## src/rtl/region_pkg.sv

```systemverilog
package region_pkg;

    typedef enum logic [1:0] {
        ACC_READ  = 2'd0,
        ACC_WRITE = 2'd1,
        ACC_EXEC  = 2'd2,
        ACC_RSVD  = 2'd3
    } acc_kind_e;

    typedef enum logic [1:0] {
        CAUSE_NONE  = 2'd0,
        CAUSE_FETCH = 2'd1,
        CAUSE_LOAD  = 2'd2,
        CAUSE_STORE = 2'd3
    } fault_cause_e;

    typedef struct packed {
        logic x;
        logic w;
        logic r;
    } rights_t;

    localparam int TAB_INSTR = 0;
    localparam int TAB_DATA  = 1;
    localparam int NUM_TABS  = 2;

endpackage

```

## src/rtl/region_attr_decode.sv

```systemverilog
module region_attr_decode
    import region_pkg::*;
#(
    parameter int ATTR_W = 4
) (
    input  logic [ATTR_W-1:0] attr,
    output rights_t           rights
);

    localparam int RW_LIMIT = 6;
    localparam int RW_HOLE  = 3;
    localparam int RW_EXTRA = 14;
    localparam int X_LOW    = 1;
    localparam int X_HIGH   = 5;

    always_comb begin
        logic rw_ok;
        rw_ok = ((int'(attr) < RW_LIMIT) && (int'(attr) != RW_HOLE))
              || (int'(attr) == RW_EXTRA);
        rights.r = rw_ok;
        rights.w = rw_ok;
        rights.x = (int'(attr) >= X_LOW) && (int'(attr) <= X_HIGH);
    end

    always_comb begin
        if (rights.x && int'(attr) != RW_HOLE) begin
            a_r2_exec_implies_rw: assert (rights.r && rights.w);
        end
    end

endmodule

```

## src/rtl/region_table.sv

```systemverilog
module region_table #(
    parameter int IDX_W      = 3,
    parameter int ATTR_W     = 4,
    parameter int RESET_ATTR = 2
) (
    input  logic              clk,
    input  logic              rst_n,
    input  logic              wr_en,
    input  logic [IDX_W-1:0]  wr_idx,
    input  logic [IDX_W-1:0]  wr_base,
    input  logic [ATTR_W-1:0] wr_attr,
    input  logic [IDX_W-1:0]  rd_idx,
    output logic [IDX_W-1:0]  rd_base,
    output logic [ATTR_W-1:0] rd_attr
);

    localparam int NUM_ENT = 1 << IDX_W;

    typedef struct packed {
        logic [IDX_W-1:0]  base;
        logic [ATTR_W-1:0] attr;
    } entry_t;

    entry_t ent_d [NUM_ENT];
    entry_t ent_q [NUM_ENT];

    always_comb begin
        for (int i = 0; i < NUM_ENT; i++) begin
            ent_d[i] = ent_q[i];
        end
        if (wr_en) begin
            ent_d[wr_idx].base = wr_base;
            ent_d[wr_idx].attr = wr_attr;
        end
    end

    always_ff @(posedge clk) begin
        for (int i = 0; i < NUM_ENT; i++) begin
            if (!rst_n) begin
                ent_q[i].base <= IDX_W'(i);
                ent_q[i].attr <= ATTR_W'(RESET_ATTR);
            end else begin
                ent_q[i] <= ent_d[i];
            end
        end
    end

    assign rd_base = ent_q[rd_idx].base;
    assign rd_attr = ent_q[rd_idx].attr;

    a_r8_write_lands: assert property (@(posedge clk) disable iff (!rst_n)
        wr_en |=> (ent_q[$past(wr_idx)].base == $past(wr_base))
               && (ent_q[$past(wr_idx)].attr == $past(wr_attr)));

    a_r8_no_write_stable: assert property (@(posedge clk) disable iff (!rst_n)
        (!wr_en && rd_idx == $past(rd_idx) && $past(rst_n) && !$past(wr_en))
            |-> $stable(rd_attr));

endmodule

```

## src/rtl/region_xlate_unit.sv

```systemverilog
module region_xlate_unit
    import region_pkg::*;
#(
    parameter int ADDR_W     = 32,
    parameter int IDX_W      = 3,
    parameter int ATTR_W     = 4,
    parameter int RESET_ATTR = 2
) (
    input  logic              clk,
    input  logic              rst_n,
    input  logic              req_valid,
    input  logic [1:0]        req_kind,
    input  logic [ADDR_W-1:0] req_vaddr,
    input  logic              wr_en,
    input  logic              wr_itab,
    input  logic [IDX_W-1:0]  wr_idx,
    input  logic [IDX_W-1:0]  wr_pbase,
    input  logic [ATTR_W-1:0] wr_attr,
    output logic              rsp_valid,
    output logic [ADDR_W-1:0] rsp_paddr,
    output logic [2:0]        rsp_rights,
    output logic [1:0]        rsp_cause
);

    localparam int OFFS_W = ADDR_W - IDX_W;

    typedef struct packed {
        logic              valid;
        logic [ADDR_W-1:0] paddr;
        rights_t           rights;
        fault_cause_e      cause;
    } rsp_t;

    rsp_t rsp_d, rsp_q;

    logic [IDX_W-1:0]  region_idx;
    logic [IDX_W-1:0]  tab_base   [NUM_TABS];
    logic [ATTR_W-1:0] tab_attr   [NUM_TABS];
    rights_t           tab_rights [NUM_TABS];

    assign region_idx = req_vaddr[ADDR_W-1 -: IDX_W];

    for (genvar t = 0; t < NUM_TABS; t++) begin : g_tab
        logic tab_wr;
        assign tab_wr = wr_en && (wr_itab == (t == TAB_INSTR));

        region_table #(
            .IDX_W     (IDX_W),
            .ATTR_W    (ATTR_W),
            .RESET_ATTR(RESET_ATTR)
        ) i_table (
            .clk     (clk),
            .rst_n   (rst_n),
            .wr_en   (tab_wr),
            .wr_idx  (wr_idx),
            .wr_base (wr_pbase),
            .wr_attr (wr_attr),
            .rd_idx  (region_idx),
            .rd_base (tab_base[t]),
            .rd_attr (tab_attr[t])
        );

        region_attr_decode #(
            .ATTR_W(ATTR_W)
        ) i_decode (
            .attr  (tab_attr[t]),
            .rights(tab_rights[t])
        );
    end

    always_comb begin
        acc_kind_e     kind;
        int            sel;
        logic          granted;
        fault_cause_e  deny_cause;

        kind = acc_kind_e'(req_kind);
        sel  = (kind == ACC_EXEC) ? TAB_INSTR : TAB_DATA;

        unique case (kind)
            ACC_READ:  begin granted = tab_rights[sel].r; deny_cause = CAUSE_LOAD;  end
            ACC_WRITE: begin granted = tab_rights[sel].w; deny_cause = CAUSE_STORE; end
            ACC_EXEC:  begin granted = tab_rights[sel].x; deny_cause = CAUSE_FETCH; end
            default:   begin granted = 1'b0;              deny_cause = CAUSE_STORE; end
        endcase

        rsp_d = '0;
        if (req_valid) begin
            rsp_d.valid  = 1'b1;
            rsp_d.rights = tab_rights[sel];
            if (granted) begin
                rsp_d.paddr = {tab_base[sel], req_vaddr[OFFS_W-1:0]};
                rsp_d.cause = CAUSE_NONE;
            end else begin
                rsp_d.cause = deny_cause;
            end
        end
    end

    always_ff @(posedge clk) begin
        if (!rst_n) begin
            rsp_q <= '0;
        end else begin
            rsp_q <= rsp_d;
        end
    end

    assign rsp_valid  = rsp_q.valid;
    assign rsp_paddr  = rsp_q.paddr;
    assign rsp_rights = rsp_q.rights;
    assign rsp_cause  = rsp_q.cause;

    a_r9_valid_follows: assert property (@(posedge clk) disable iff (!rst_n)
        req_valid |=> rsp_valid);

    a_r9_no_spurious: assert property (@(posedge clk) disable iff (!rst_n)
        !req_valid |=> !rsp_valid);

    a_r9_idle_quiet: assert property (@(posedge clk) disable iff (!rst_n)
        !rsp_valid |-> (rsp_cause == 2'd0 && rsp_paddr == '0 && rsp_rights == 3'd0));

    a_r6_denied_zero: assert property (@(posedge clk) disable iff (!rst_n)
        (rsp_valid && rsp_cause != 2'd0) |-> rsp_paddr == '0);

    a_r5_exec_cause: assert property (@(posedge clk) disable iff (!rst_n)
        (req_valid && req_kind == 2'd2) |=> (rsp_cause == 2'd0 || rsp_cause == 2'd1));

    a_r3_exec_needs_right: assert property (@(posedge clk) disable iff (!rst_n)
        (req_valid && req_kind == 2'd2) |=> ((rsp_cause == 2'd0) == rsp_rights[2]));

    a_r5_rsvd_denied: assert property (@(posedge clk) disable iff (!rst_n)
        (req_valid && req_kind == 2'd3) |=> rsp_cause == 2'd3);

endmodule

```

## config.mk

```make
export PLATFORM = sky130hd
export DESIGN_NAME = region_xlate_unit
export DESIGN_NICKNAME = d
export VERILOG_FILES = /design/src/rtl/region_pkg.sv /design/src/rtl/region_attr_decode.sv /design/src/rtl/region_table.sv /design/src/rtl/region_xlate_unit.sv
export SDC_FILE = /design/constraint.sdc
export NUM_CORES = 1
export LEC_CHECK = 0
export ABC_CLOCK_PERIOD_IN_PS = 5600
export BUFFER_PORTS_ARGS = -buffer_cell sky130_fd_sc_hd__buf_4
export CELL_PAD_IN_SITES_DETAIL_PLACEMENT = 2
export CELL_PAD_IN_SITES_GLOBAL_PLACEMENT = 2
export CORE_ASPECT_RATIO = 1.1
export CORE_UTILIZATION = 42
export CTS_BUF_LIST = sky130_fd_sc_hd__clkbuf_4 sky130_fd_sc_hd__clkbuf_8
export DETAILED_ROUTE_END_ITERATION = 10
export PLACE_DENSITY = 0.85
export SETUP_SLACK_MARGIN = 0.4
export SLEW_MARGIN = 20
export SYNTH_ARGS = -nofsm -noshare
export SYNTH_HDL_FRONTEND = slang
export SYNTH_HIERARCHICAL = 1
export SYNTH_SLANG_ARGS = --single-unit
```

## constraint.sdc

```tcl
create_clock -name clk -period 5.6 [get_ports clk]
set_input_delay 0.56 -clock clk [delete_from_list [all_inputs] [get_ports clk]]
set_output_delay 0.56 -clock clk [all_outputs]
set_load 0.05 [all_outputs]
```

==> results_dict.tcl <==
set metrics [dict create \
    outcome "complete, no violations" \
    hold_slack_ns 0.318 \
    grt_pass1_wl_um 29300 \
    ant_nets 0 \
    die_y_um 133 \
    via_count 4607 \
    synth.distinct_cells 30 \
    wl_met1_um 8110 \
    synth_top_area_share_pct 46.1 \
    avgRoutedWirePerCell_um 22.4 \
    clock_latency_ns 0.46 \
    cts_setup_buffers 0 \
    slowest_delay_ns 0.82 \
    grt_usage_pct 24.5 \
    instances_no_fill 833 \
    crit_type "input pin to flop" \
    crit_chain "buf_4 > mux4_1 > mux2_2 > o21a_1 > o21ai_0 > mux2i_1 > o21ai_2 > and3_1" \
    worstPathMaxFanout 31 \
    grt_pass1_vias 5276 \
    slowest_stage "o21ai_2" \
    ir_drop_mv 0.135 \
    end_kind "flop" \
    dieArea_sq_um 16000 \
    finClkSkew_ns 0.0127 \
    grt.overflow.total 0 \
    synthesis.nets 621 \
    hpwlAfterDp_um 12000 \
    synthToLayoutAreaGrowth_pct 16.3 \
    gp_congestion 0.730 \
    cts_resized 0 \
    hp-class "input pin to flop" \
    synth_seq_cells 150 \
    cts.reportedPaths.clkPinSlew_ns 0.09 \
    portBuffers 86 \
    crit_path_start_kind "input pin" \
    fin_tns_setup_ns 0 \
    yosys_warnings 6 \
    reg2reg_slack_ns 2.23 \
    hold_buffers 0 \
    via_per_inst 5.53 \
    drt_iter0_drc 250 \
    cts_tree "done" \
    maxCapViolCount 0 \
    min_period_ns 3.66 \
    wl_met3_um 698 \
    routed_wl_um 18700 \
    top_layer_used "met4" \
    diodes 0 \
    utilization_pct 50.1 \
    setup_viol 0 \
    synthCells 572 \
    total_power_mw 2.17 \
    slew_headroom_pct 31.2 \
    cts.sinks 150 \
    slew_viol_final 0 \
    clockBufferDepth 2 \
    cp.arrival_ns 4.07 \
    fp-row-count 47 \
    p_per_area_nw_per_um2 286 \
    tightest_slew_ns 1.03 \
    cts_buffers 17 \
    cts-htree-levels 4 \
    critical_path_required_ns 6.00 \
    cts_root_buf "clkbuf_8" \
    antenna_found_initial 0 \
    ioPinCount 87 \
    p_leak_nw 3.23 \
    rsz0062_at_grt "no" \
    synth-seq-area-share_pct 46.1 \
    grt_max_degree 114 \
    hold_viol_final 0 \
    dpl.cell_count 801 \
    met2_length_um 9630 \
    core_area_sq_um 15100 \
    syn_area_per_cell_sq_um 11.4 \
    first_pass_iters 4 \
    synth_top_area_cell "dfxtp_1" \
    nets 673 \
    clock.fmax_mhz 273 \
    drive_gt1_share_pct 23.4 \
    period_share_pct 65.4 \
    synth_area_sq_um 6510 \
    route.detailed.drc 0 \
    initial_core_util_pct 43.1 \
    fp.dieW_um 121 \
    synth_area_leaders "dfxtp_1, mux2i_1, mux4_1" \
]
worst max-delay path: cells and delay by family:
kind,cells,cell delay [ns]
and+or+nand+nor,1,0.29
muxes,3,1.23
buffers and inverters,1,0.40
AOI/OAI and AO/OA,3,1.56
layout make-up:
class	instances	area (sq um)
Tap cell	196	245
Timing Repair Buffer	94	706
Fill cell	1509	7540
Inverter	1	3.75
Clock buffer	18	248
Multi-Input combinational cell	360	3210
Sequential cell	150	3000
Clock inverter	14	151
cells in the mapped netlist:
library cell,count
buf_8,4
clkbuf_2,2
inv_1,1
nand3b_1,1
o21a_1,3
buf_2,16
o21ai_0,3
and2_1,1
buf_1,2
nand4_1,2
dfxtp_1,150
mux2_2,14
mux2i_1,105
nor2b_1,68
nor2_1,4
nor4bb_1,6
buf_6,4
clkbuf_1,30
nor3_1,6
a21boi_0,6
o21ai_2,1
mux4_1,28
nor4b_1,2
a211oi_1,2
and3_1,29
and4_1,2
buf_4,3
nand2_1,61
nand3_1,8
nand4b_1,8
cell usage in the layout, fill, tap and decap left out, drive strengths merged:
cell	count
o21ai	4
mux2i	105
clkinvlp	2
mux4	28
clkbuf	18
and3	29
nor4bb	6
inv	4
nor2	4
a211oi	2
buf	94
and4	2
nand4b	8
a21boi	6
mux2	14
o21a	3
nand2	61
nand4	2
and2	1
nor2b	68
clkinv	7
nand3	8
dfxtp	150
nor4b	2
nor3	6
nand3b	1
bufinv	2
final timing paths:
path | cells past startpoint | endpoint | startpoint
setup reg to reg | 7 | rsp_paddr[23] | g_tab[1].i_table/ent_q[3][2]
hold / removal | 2 | rsp_paddr[3] | req_vaddr[3]
setup / recovery | 8 | rsp_paddr[23] | req_vaddr[29]
hold reg to reg | 2 | g_tab[0].i_table/ent_q[2][1] | g_tab[0].i_table/ent_q[2][1]
metrics by stage:
stage,instance area [sq um],setup slack (ns)
global placement,7170,1.90
CTS,7570,1.98
finish,7570,1.94
floorplan,6510,3.02
global route,7570,1.74
detailed placement,7170,1.54
metal layers:
| layer | GRT usage, % | vias up |
|---|---|---|
| li1 | - | 2118 |
| met1 | 29.8 | 2362 |
| met2 | 42.8 | 107 |
| met3 | 5.13 | 20 |
| met4 | 8.37 | 0 |
| met5 | 0 | - |
power by group:
part | switching (mW) | total [mW] | internal (mW)
Clock | 0.436 | 0.847 | 0.411
Sequential | 0.00994 | 1.10 | 1.09
Combinational | 0.134 | 0.223 | 0.0890
Total | 0.579 | 2.17 | 1.59
sequential cells by signal (all words and copies together) (netlist names):
name,count
rsp_rights,3
g_tab.i_table/ent_q,112
rsp_cause,2
rsp_paddr,32
rsp_valid,1
logic make-up (layout without fill, tap and decap cells):
group	Yosys count	count (layout)	share of synthesized area, %
simple gates	198	198	17.1
flops	150	150	46.1
mux	147	147	29.9
buf+inv	62	127	5.25
compound gates	15	15	1.63
Note: power is estimated with default switching activity, not from simulation.
